<file path="src/rtl/cmdchain_pkg.sv">
package cmdchain_pkg;
  typedef enum logic [1:0] {
    ENG_IDLE  = 2'd0,
    ENG_FETCH = 2'd1,
    ENG_XFER  = 2'd2
  } eng_state_t;

  // register word offsets
  localparam int REG_AW = 3;
  localparam logic [REG_AW-1:0] OFS_CTRL     = 3'd0;
  localparam logic [REG_AW-1:0] OFS_CTRL_SET = 3'd1;
  localparam logic [REG_AW-1:0] OFS_CTRL_CLR = 3'd2;
  localparam logic [REG_AW-1:0] OFS_NEXT     = 3'd3;
  localparam logic [REG_AW-1:0] OFS_SEMA     = 3'd4;

  // control word bits
  localparam int CTL_BITS  = 4;
  localparam int BIT_GATE  = 0;
  localparam int BIT_RESET = 1;
  localparam int BIT_IEN   = 2;
  localparam int BIT_FLAG  = 3;

  // descriptor control-word fields
  localparam int CW_BITS    = 4;
  localparam int CW_CHAIN   = 0;
  localparam int CW_DEC     = 1;
  localparam int CW_KIND_LO = 2;
  localparam int KIND_W     = 2;
  localparam int DESC_WORDS = 3;
endpackage

</file>
<file path="src/rtl/cmdchain_ctrl_regs.sv">
module cmdchain_ctrl_regs
  import cmdchain_pkg::*;
(
  input  logic                    clk,
  input  logic                    rst_n,
  input  logic                    wr_en,
  input  logic [REG_AW-1:0]       wr_addr,
  input  logic [CTL_BITS-1:0]     wr_bits,
  input  logic                    done_evt,
  output logic                    gate_q,
  output logic                    ien_q,
  output logic                    flag_q,
  output logic                    chan_rst,
  output logic                    irq
);
  logic is_base, is_set, is_clr, ctl_we;
  logic gate_d, ien_d, flag_d;

  assign is_base = wr_en && (wr_addr == OFS_CTRL);
  assign is_set  = wr_en && (wr_addr == OFS_CTRL_SET);
  assign is_clr  = wr_en && (wr_addr == OFS_CTRL_CLR);
  assign ctl_we  = is_base || is_set || is_clr || done_evt;

  assign chan_rst = (is_base || is_set) && wr_bits[BIT_RESET];
  assign irq      = flag_q & ien_q;

  always_comb begin
    gate_d = gate_q;
    ien_d  = ien_q;
    flag_d = flag_q;
    if (is_base) begin
      gate_d = wr_bits[BIT_GATE];
      ien_d  = wr_bits[BIT_IEN];
      flag_d = wr_bits[BIT_FLAG];
    end else if (is_set) begin
      gate_d = gate_q | wr_bits[BIT_GATE];
      ien_d  = ien_q  | wr_bits[BIT_IEN];
      flag_d = flag_q | wr_bits[BIT_FLAG];
    end else if (is_clr) begin
      gate_d = gate_q & ~wr_bits[BIT_GATE];
      ien_d  = ien_q  & ~wr_bits[BIT_IEN];
      flag_d = flag_q & ~wr_bits[BIT_FLAG];
    end
    if (done_evt) flag_d = 1'b1;
  end

  always_ff @(posedge clk or negedge rst_n) begin
    if (!rst_n) begin
      gate_q <= 1'b1;
      ien_q  <= 1'b0;
      flag_q <= 1'b0;
    end else if (ctl_we) begin
      gate_q <= gate_d;
      ien_q  <= ien_d;
      flag_q <= flag_d;
    end
  end

  // completion always leaves the flag set
  p_flag_sticky_r7: assert property (@(posedge clk) disable iff (!rst_n)
    done_evt |=> flag_q) else $error("p_flag_sticky_r7");
  // a set alias write never lowers the gate
  p_set_only_r8: assert property (@(posedge clk) disable iff (!rst_n)
    (is_set && gate_q) |=> gate_q) else $error("p_set_only_r8");
endmodule

</file>
<file path="src/rtl/cmdchain_sema.sv">
module cmdchain_sema #(
  parameter int SEMA_W = 8
) (
  input  logic              clk,
  input  logic              rst_n,
  input  logic              add_en,
  input  logic [SEMA_W-1:0] add_val,
  input  logic              dec,
  input  logic              clr,
  output logic [SEMA_W-1:0] count,
  output logic              nonzero
);
  localparam logic [SEMA_W:0]   CAP = {1'b0, {SEMA_W{1'b1}}};
  localparam logic [SEMA_W:0]   ONE = {{SEMA_W{1'b0}}, 1'b1};

  logic [SEMA_W:0]   tot;
  logic [SEMA_W-1:0] cnt_d;
  logic              cnt_we;

  assign cnt_we  = add_en | dec | clr;
  assign nonzero = (count != '0);

  always_comb begin
    tot = {1'b0, count} + (add_en ? {1'b0, add_val} : '0);
    if (dec && (tot != '0)) tot = tot - ONE;
    if (tot > CAP) cnt_d = CAP[SEMA_W-1:0];
    else           cnt_d = tot[SEMA_W-1:0];
    if (clr) cnt_d = '0;
  end

  always_ff @(posedge clk or negedge rst_n) begin
    if (!rst_n)      count <= '0;
    else if (cnt_we) count <= cnt_d;
  end

  p_hold_r2: assert property (@(posedge clk) disable iff (!rst_n)
    (!dec && !add_en && !clr) |=> (count == $past(count))) else $error("p_hold_r2");
  p_saturate_r9: assert property (@(posedge clk) disable iff (!rst_n)
    ((&count) && !dec && !clr) |=> (&count)) else $error("p_saturate_r9");
  p_clear_r6: assert property (@(posedge clk) disable iff (!rst_n)
    clr |=> (count == '0)) else $error("p_clear_r6");
endmodule

</file>
<file path="src/rtl/cmdchain_engine.sv">
module cmdchain_engine
  import cmdchain_pkg::*;
#(
  parameter int ADDR_W = 32
) (
  input  logic              clk,
  input  logic              rst_n,
  input  logic              gate_q,
  input  logic              chan_rst,
  input  logic              sema_nz,
  input  logic              nxt_wr,
  input  logic [ADDR_W-1:0] nxt_data,
  output logic              mem_req,
  output logic [ADDR_W-1:0] mem_addr,
  input  logic              mem_rvalid,
  input  logic [ADDR_W-1:0] mem_rdata,
  output logic              xfer_req,
  output logic [KIND_W-1:0] xfer_kind,
  output logic [ADDR_W-1:0] xfer_buf,
  input  logic              xfer_done,
  output logic              done_evt,
  output logic              dec_evt,
  output logic              cmd_done,
  output logic [ADDR_W-1:0] ptr_o
);
  localparam int IDX_W = $clog2(DESC_WORDS);
  localparam logic [IDX_W-1:0] IDX_LINK = IDX_W'(0);
  localparam logic [IDX_W-1:0] IDX_CW   = IDX_W'(1);
  localparam logic [IDX_W-1:0] IDX_LAST = IDX_W'(DESC_WORDS - 1);
  localparam logic [IDX_W-1:0] IDX_ONE  = IDX_W'(1);

  eng_state_t         state_q, state_d;
  logic [IDX_W-1:0]   idx_q, idx_d;
  logic [ADDR_W-1:0]  ptr_q, ptr_d, link_q, link_d, buf_q, buf_d;
  logic [CW_BITS-1:0] cw_q, cw_d;
  logic               armed_q, armed_d;
  logic               abort;

  assign abort    = chan_rst | gate_q;
  assign done_evt = (state_q == ENG_XFER) & xfer_done & ~abort;
  assign dec_evt  = done_evt & cw_q[CW_DEC];

  assign mem_req   = (state_q == ENG_FETCH);
  assign mem_addr  = ptr_q + ADDR_W'({idx_q, 2'b00});
  assign xfer_req  = (state_q == ENG_XFER);
  assign xfer_kind = cw_q[CW_KIND_LO +: KIND_W];
  assign xfer_buf  = buf_q;
  assign ptr_o     = ptr_q;

  always_comb begin
    state_d = state_q;
    idx_d   = idx_q;
    ptr_d   = ptr_q;
    armed_d = armed_q;
    link_d  = link_q;
    cw_d    = cw_q;
    buf_d   = buf_q;
    if (abort) begin
      state_d = ENG_IDLE;
      idx_d   = '0;
    end else begin
      case (state_q)
        ENG_IDLE: begin
          if (sema_nz && armed_q) begin
            state_d = ENG_FETCH;
            idx_d   = '0;
          end
        end
        ENG_FETCH: begin
          if (mem_rvalid) begin
            if (idx_q == IDX_LINK)    link_d = mem_rdata;
            else if (idx_q == IDX_CW) cw_d   = mem_rdata[CW_BITS-1:0];
            else                      buf_d  = mem_rdata;
            if (idx_q == IDX_LAST) begin
              state_d = ENG_XFER;
              idx_d   = '0;
            end else begin
              idx_d = idx_q + IDX_ONE;
            end
          end
        end
        ENG_XFER: begin
          if (xfer_done) begin
            state_d = ENG_IDLE;
            if (cw_q[CW_CHAIN]) ptr_d   = link_q;
            else                armed_d = 1'b0;
          end
        end
        default: state_d = ENG_IDLE;
      endcase
    end
    if (nxt_wr) begin
      ptr_d   = nxt_data;
      armed_d = 1'b1;
    end
    if (chan_rst) armed_d = 1'b0;
  end

  always_ff @(posedge clk or negedge rst_n) begin
    if (!rst_n) begin
      state_q  <= ENG_IDLE;
      idx_q    <= '0;
      ptr_q    <= '0;
      armed_q  <= 1'b0;
      link_q   <= '0;
      cw_q     <= '0;
      buf_q    <= '0;
      cmd_done <= 1'b0;
    end else begin
      state_q  <= state_d;
      idx_q    <= idx_d;
      ptr_q    <= ptr_d;
      armed_q  <= armed_d;
      link_q   <= link_d;
      cw_q     <= cw_d;
      buf_q    <= buf_d;
      cmd_done <= done_evt;
    end
  end

  p_stop_at_zero_r1: assert property (@(posedge clk) disable iff (!rst_n)
    ((state_q == ENG_IDLE) && !sema_nz) |=> (state_q == ENG_IDLE)) else $error("p_stop_at_zero_r1");
  p_fetch_order_r3: assert property (@(posedge clk) disable iff (!rst_n)
    ((state_q == ENG_FETCH) && mem_rvalid && (idx_q == IDX_LAST) && !abort) |=> (state_q == ENG_XFER))
    else $error("p_fetch_order_r3");
  p_chain_end_r3: assert property (@(posedge clk) disable iff (!rst_n)
    (done_evt && !cw_q[CW_CHAIN] && !nxt_wr) |=> !armed_q) else $error("p_chain_end_r3");
  p_gate_halts_r5: assert property (@(posedge clk) disable iff (!rst_n)
    gate_q |=> (state_q == ENG_IDLE)) else $error("p_gate_halts_r5");
  p_reset_idle_r6: assert property (@(posedge clk) disable iff (!rst_n)
    chan_rst |=> ((state_q == ENG_IDLE) && !armed_q)) else $error("p_reset_idle_r6");
  p_done_pulse_r11: assert property (@(posedge clk) disable iff (!rst_n)
    done_evt |=> (cmd_done && !xfer_req)) else $error("p_done_pulse_r11");
endmodule

</file>
<file path="src/rtl/cmdchain_dma.sv">
module cmdchain_dma
  import cmdchain_pkg::*;
#(
  parameter int ADDR_W = 32,
  parameter int DATA_W = 32,
  parameter int SEMA_W = 8
) (
  input  logic              clk,
  input  logic              rst_n,
  input  logic              reg_wr_en,
  input  logic [2:0]        reg_wr_addr,
  input  logic [DATA_W-1:0] reg_wr_data,
  input  logic [2:0]        reg_rd_addr,
  output logic [DATA_W-1:0] reg_rd_data,
  output logic              mem_req,
  output logic [ADDR_W-1:0] mem_addr,
  input  logic              mem_rvalid,
  input  logic [DATA_W-1:0] mem_rdata,
  output logic              xfer_req,
  output logic [1:0]        xfer_kind,
  output logic [ADDR_W-1:0] xfer_buf,
  input  logic              xfer_done,
  output logic              cmd_done,
  output logic              irq
);
  logic              gate_q, ien_q, flag_q, chan_rst;
  logic              done_evt, dec_evt, sema_nz, nxt_wr, sema_wr;
  logic [SEMA_W-1:0] sema_cnt;
  logic [ADDR_W-1:0] ptr;

  assign nxt_wr  = reg_wr_en && (reg_wr_addr == OFS_NEXT);
  assign sema_wr = reg_wr_en && (reg_wr_addr == OFS_SEMA);

  cmdchain_ctrl_regs u_regs (
    .clk      (clk),
    .rst_n    (rst_n),
    .wr_en    (reg_wr_en),
    .wr_addr  (reg_wr_addr),
    .wr_bits  (reg_wr_data[CTL_BITS-1:0]),
    .done_evt (done_evt),
    .gate_q   (gate_q),
    .ien_q    (ien_q),
    .flag_q   (flag_q),
    .chan_rst (chan_rst),
    .irq      (irq)
  );

  cmdchain_sema #(.SEMA_W(SEMA_W)) u_sema (
    .clk     (clk),
    .rst_n   (rst_n),
    .add_en  (sema_wr),
    .add_val (reg_wr_data[SEMA_W-1:0]),
    .dec     (dec_evt),
    .clr     (chan_rst),
    .count   (sema_cnt),
    .nonzero (sema_nz)
  );

  cmdchain_engine #(.ADDR_W(ADDR_W)) u_engine (
    .clk        (clk),
    .rst_n      (rst_n),
    .gate_q     (gate_q),
    .chan_rst   (chan_rst),
    .sema_nz    (sema_nz),
    .nxt_wr     (nxt_wr),
    .nxt_data   (ADDR_W'(reg_wr_data)),
    .mem_req    (mem_req),
    .mem_addr   (mem_addr),
    .mem_rvalid (mem_rvalid),
    .mem_rdata  (ADDR_W'(mem_rdata)),
    .xfer_req   (xfer_req),
    .xfer_kind  (xfer_kind),
    .xfer_buf   (xfer_buf),
    .xfer_done  (xfer_done),
    .done_evt   (done_evt),
    .dec_evt    (dec_evt),
    .cmd_done   (cmd_done),
    .ptr_o      (ptr)
  );

  always_comb begin
    reg_rd_data = '0;
    case (reg_rd_addr)
      OFS_CTRL, OFS_CTRL_SET, OFS_CTRL_CLR: begin
        reg_rd_data[BIT_GATE] = gate_q;
        reg_rd_data[BIT_IEN]  = ien_q;
        reg_rd_data[BIT_FLAG] = flag_q;
      end
      OFS_NEXT: reg_rd_data = DATA_W'(ptr);
      OFS_SEMA: reg_rd_data[SEMA_W-1:0] = sema_cnt;
      default:  reg_rd_data = '0;
    endcase
  end

  p_irq_follows_r7: assert property (@(posedge clk) disable iff (!rst_n)
    (cmd_done && ien_q) |-> irq) else $error("p_irq_follows_r7");
endmodule

</file>
<file path="config.mk">
export PLATFORM = sky130hd
export DESIGN_NAME = cmdchain_dma
export DESIGN_NICKNAME = d
export VERILOG_FILES = /design/src/rtl/cmdchain_pkg.sv /design/src/rtl/cmdchain_ctrl_regs.sv /design/src/rtl/cmdchain_sema.sv /design/src/rtl/cmdchain_engine.sv /design/src/rtl/cmdchain_dma.sv
export SDC_FILE = /design/constraint.sdc
export NUM_CORES = 1
export LEC_CHECK = 0
export BUFFER_PORTS_ARGS = -buffer_cell sky130_fd_sc_hd__buf_2
export CORE_MARGIN = 5
export CORE_UTILIZATION = 45
export DETAILED_ROUTE_END_ITERATION = 7
export GPL_TIMING_DRIVEN = 1
export PLACE_DENSITY = 0.73
export SYNTH_ARGS = -nofsm -noshare
export SYNTH_HDL_FRONTEND = slang
export SYNTH_SLANG_ARGS = --single-unit
</file>
<file path="constraint.sdc">
create_clock -name clk -period 3.6 [get_ports clk]
set_clock_uncertainty 0.15 [all_clocks]
set_input_delay 0.72 -clock clk [delete_from_list [all_inputs] [get_ports clk]]
set_output_delay 0.72 -clock clk [all_outputs]
set_load 0.03 [all_outputs]
</file>
# Yosys cells after proc, flatten, opt, wreduce, memory -nomap -nowiden
# Index checks and enable logic that the tools add are counted.
dict set report word_totals {
  regBits 117
  input_bits 75
  out_inout_bits 102
  wordCells 131
}
dict set report op_classes {
  add_sub_neg 4
  n_lt_le_gt_ge 1
  eq_ne 19
  mux 41
  bitwise_logic 19
  n_reduce_logical 35
}
# op count
set ops {}
lappend ops {{$mux W32} 5}
lappend ops {{$add A32 B4 Y32} 1}
lappend ops {{$mux W24} 1}
lappend ops {{$mux W8} 3}
lappend ops {{$mux W2} 9}
lappend ops {{$mux W1} 16}
lappend ops {{$reduce_and A4 Y1} 4}
lappend ops {{$eq A3 B2 Y1 const B} 4}
lappend ops {{$ne A3 B1 Y1 const B} 4}
lappend ops {{$pmux W2 S3} 2}
lappend ops {{$reduce_bool A3 Y1} 4}
lappend ops {{$reduce_and A5 Y1} 2}
lappend ops {{$add A8 B9 Y9} 1}
lappend ops {{$gt A9 B8 Y1 const B} 1}
lappend ops {{$mux W9} 1}
lappend ops {{$reduce_bool A9 Y1} 1}
lappend ops {{$sub A9 B1 Y9 const B} 1}
lappend ops {{$logic_and A1 B1 Y1} 8}
lappend ops {{$pmux W4 S2} 1}
lappend ops {{$reduce_bool A8 Y1} 1}
lappend ops {{$and A1 B1 Y1} 7}
lappend ops {{$eq A3 B1 Y1 const B} 2}
lappend ops {{$eq A3 B3 Y1 const B} 2}
lappend ops {{$logic_not A3 Y1} 2}
lappend ops {{17 further kinds} 36}

# Longest topological paths before layout
dict set report logic_depth {
  depth_word 13
  mapped_depth 12
  mapped_depth_nobuf 11
}

# By module
# Synthesis repeated with hierarchy kept, for this count alone.
dict set report unflattened {
  hier_cells 627
  area_unflattened_um2 6703.9
}
# module n_inst cells_each area_per_inst_um2 seq_area_each_um2
set modules_own_cells {}
lappend modules_own_cells {cmdchain_engine 1 438 5143.7 2652.5}
lappend modules_own_cells {cmdchain_sema 1 119 1003.5 200.2}
lappend modules_own_cells {cmdchain_dma 1 56 401.6 0.0}
lappend modules_own_cells {cmdchain_ctrl_regs 1 14 155.1 76.3}

# Worst setup path before layout
# OpenSTA, ideal clock, no wires.
dict set report synth_path {
  path_kind {input to register}
  from {input port reg_wr_addr[1]}
  to {register u_sema.count[7]}
  arrival_time_ns 3.760
  path_slack_ns -0.383
  stages 11
  n_path_buf 1
  path_cell_list {nor4bb_1 > and2_1 > ha_1 > a21o_1 > a211oi_1 > o221ai_2 > or3b_1 > buf_6 > or3_4 > o311a_4 > a21oi_2}
}
dict set report synth_via {
  elab_chain_len 13
}
# item line_no
set synth_lines {}
lappend synth_lines {{start: declaration} cmdchain_dma.sv:11} ;# input logic [2:0] reg_wr_addr,
lappend synth_lines {{branches (longest 13 deep; another with $add A8 B9 Y9)} n/a}
lappend synth_lines {{end signal: assignment} cmdchain_sema.sv:33} ;# else if (cnt_we) count <= cnt_d;
lappend synth_lines {{end: declaration} cmdchain_sema.sv:10} ;# output logic [SEMA_W-1:0] count,
# Parallel ways; which one is timed is not known.
# A chain may end at the register's enable or synchronous reset.

# Worst setup path after layout
dict set report layout_path {
  from {register u_engine.ptr_q[2], in the netlist u_engine.ptr_o[2]}
  to {output port mem_addr[30]}
}
dict set report layout_via {
  elab_chain_len 1
}
# item line_no
set layout_lines {}
lappend layout_lines {{start: declaration} cmdchain_engine.sv:34} ;# logic [ADDR_W-1:0] ptr_q, ptr_d, link_q, link_d, buf_q, buf_d;
lappend layout_lines {{start signal: assignment} cmdchain_engine.sv:112} ;# ptr_q <= ptr_d;
lappend layout_lines {{$add A32 B4 Y32} cmdchain_engine.sv:44} ;# assign mem_addr = ptr_q + ADDR_W'({idx_q, 2'b00});
lappend layout_lines {{end: declaration} cmdchain_dma.sv:16} ;# output logic [ADDR_W-1:0] mem_addr,
# Every way passes these cells.

==> out/results.tsv <==
metric	value	unit
status	finished, final reports clean	
slowest_delay	390	ps
crit_required	2730	ps
grt_pass1_wl	28840	microns
place.gp.congestion	0.9061	
path_max_fanout	5	
nNetsFinal	903	
p_leak	4.324	nW
vias	5384	
grt_pass1_vias	5618	
drt-wirelength-per-cell	18.13	microns
antennaDiodeCount	0	
period_needed	3485	ps
fin_crit_sh	96.81	%
finalSetupViolCount	0	
startpoint_type	register	
synth_top_area_share	45.58	%
yosys_warnings	0	
cp.depth	11	
synth_commonest_cells	116 x dfrtp_1, 69 x mux2_2, 55 x a21oi_1	
regToRegEndpoint	u_sema.count[7]	
fp.dieArea	16630	sq um
fmax	286.9	MHz
fp.coreArea	13880	sq um
cts-buffers-inserted	17	
worstSetupEndpointType	output port	
ios	177	
die_y	129.0	microns
worst_pin_slew	675.0	ps
maxCapViolCount	0	
synth_ff_type	dfrtp_1	
max-slew-margin-rel	53.84	%
dpl.hpwl	13840	microns
die_width	129.0	microns
critPathKind	reg2out	
yosysSeqAreaShare	45.99	%
reg2regPathDepth	9	
report.final.slew_viol_count	0	
row_count	43	
rsz0062_at_grt	yes	
ys_ff_latch	117	
synth.avg_cell_area	10.72	sq um
synthTopCellsByArea	dfrtp_1 46%, mux2_2 12%, mux2i_1 5.0%, a21oi_1 4.3%, and2_1 3.4%	
pwr_density_cell	778.3	nW/um^2
yosysMostFrequentCell	dfrtp_1	
crit_family	simple AND/OR/NAND/NOR gates	
drc	0	
fin_setup_tns	0	ps
synth_top_cell_by_area	dfrtp_1	
io_buffers	176	
vdd_drop_max	0.0006500	V
drtAntennaViolNets	0	
placed_cell_area	7744	sq um
path_clk_slew	50	ps
ff_latch_area	2929	sq um
h-tree-depth	4	
path_buf_inv	3	
syn-cell-area	6369	sq um
syn_nets	683	
firstDrtPassIters	4	
antenna_found_initial	1	
synth-edff-count	0	
cts_tree	built	
grt_start_max_net_pins	52	
layout-drive-gt1-share	44.86	%
area_delta_synth_final	33.79	%
arrival	2620	ps
drtIter0Drc	257	
timing.rr.start	u_sema.count[0]	
crit_chain	ha_2, inv_1, fa_2, nor3b_2, buf_4, and3_4, nand2b_4, nor2_4, nand4_1, xnor2_1, buf_4	
crit_top_cell	buf_4	
drt_wl_total	18250	microns
root_buffer	clkbuf_16	
synthDistinctLibCells	62	
final_area	8521	sq um
reg2reg_setup_slack	390	ps
finalHoldViolations	0	
dpl.cell_count	970	
grt_use_total	22.02	%
stdcell_count	1007	
cts_hold_buffers	0	
slowest_stage	fa_2	
insertion_delay	410	ps
multi_input_area	3374	sq um
routed_via_density	5.347	
hold_path_class	in2async	
hold_slack	202.0	ps
num-fill-cells	1140	
clock_sinks	117	
syn_inst	594	
grt.overflow.total	0	
cts.path.max_buffers	2	
start_util	45.88	%
async_reset_ff_share	100.0	%
metrics by stage:
step                      util [%]  total power, mW  setup WS (ps)
final                        61.38            6.631          115.0
after global routing         61.38            6.984         -16.89
after CTS                    61.04            6.663          24.56
after detailed placement     55.79            4.782         -372.4
after global placement       55.79            4.687         -226.1
after floorplan                  -            3.958         -144.5
worst max path at each step:
stage	from	endpoint	slack, ps
4_1_cts	u_engine.ptr_o[3]	mem_addr[31]	20
2_1_floorplan	reg_wr_addr[2]	u_sema.count[7]	-140
6_report	u_engine.ptr_o[2]	mem_addr[30]	110
3_5_place_dp	reg_wr_addr[1]	u_sema.count[5]	-370
3_3_place_gp	reg_wr_addr[1]	u_sema.count[6]	-230
5_1_grt	u_engine.idx_q[1]	mem_addr[31]	-20
cells by family (layout without fill, tap and decap cells):
| family | after synthesis | after routing | share of synthesized area (%) |
|---|---|---|---|
| AOI/OAI and AO/OA | 112 | 112 | 11.59 |
| xor gates and xnor gates | 35 | 35 | 4.813 |
| adders and majority gates | 14 | 14 | 2.986 |
| buffers and inverters | 40 | 273 | 2.908 |
| DFF | 117 | 117 | 45.99 |
| muxes | 101 | 101 | 17.23 |
| and+or+nand+nor | 175 | 175 | 14.48 |
cell type report:
cell class / count / area share, %
Sequential cell: 117 / 34.38
Tap cell: 180 / 2.643
Clock buffer: 21 / 5.521
Timing Repair Buffer: 228 / 15.26
Inverter: 13 / 0.5727
Clock inverter: 11 / 2.026
Multi-Input combinational cell: 437 / 39.60
worst reg2reg max path: stages (launching register included):
cell	delay, ps
dfrtp_1	440
ha_2	240
fa_2	390
a21o_1	200
a211oi_2	240
o221ai_2	150
or3b_4	440
or3_4	350
o311a_4	420
a21oi_2	130
state kept, by name, indices dropped and copies added, names as in the netlist, named ones only:
register and count:
u_engine.state_q 2, u_engine.cw_q 4, u_engine.armed_q 1, u_engine.idx_q 2, u_sema.count 8, u_engine.link_q 32
u_regs.flag_q 1, u_engine.ptr_o 32, u_engine.cmd_done 1, u_engine.xfer_buf 32
layout by cell type, fill, tap and decap left out, types with 4 or more instances in the layout:
cell type  Yosys  routed
buf_2          0     171
dfrtp_1      116     116
mux2_2        69      69
a21oi_1       55      55
buf_4          4      55
nor2_1        53      49
and2_1        35      35
mux2i_1       32      32
nand2_1       27      25
xnor2_1       24      23
clkbuf_16      0      17
inv_1         13      13
xor2_1        11      11
ha_1          12      10
nand4_1        8       8
nor2b_1        8       8
a22o_1         8       8
and3_1         8       7
o21ai_0        6       6
a21oi_2        6       6
o31ai_1        6       5
nand3_1        7       4
a21o_1         4       4
bufinv_16      0       4
per-layer routing:
metal,share of wire (%),global-route usage [%],vias to the layer above
met5,0.038,0,-
met4,1.8,6.918,2
met3,5.5,4.898,27
met2,51,38.35,161
met1,42,27.21,2646
li1,-,-,2548
timing repair:
action	in CTS	in global routing
setup buffers	4	1
setup endpoints to repair	10	14
pin swaps	4	5
resized for setup	15	13
power by group:
group / switching [mW] / total [mW] / internal, mW / leakage (nW)
Clock: 0.603 / 1.82 / 1.22 / 0.314
Sequential: 0.438 / 2.29 / 1.85 / 1.43
Combinational: 1.50 / 2.52 / 1.02 / 2.58
Total: 2.54 / 6.63 / 4.09 / 4.32
Power figures use the tool's default switching activity.
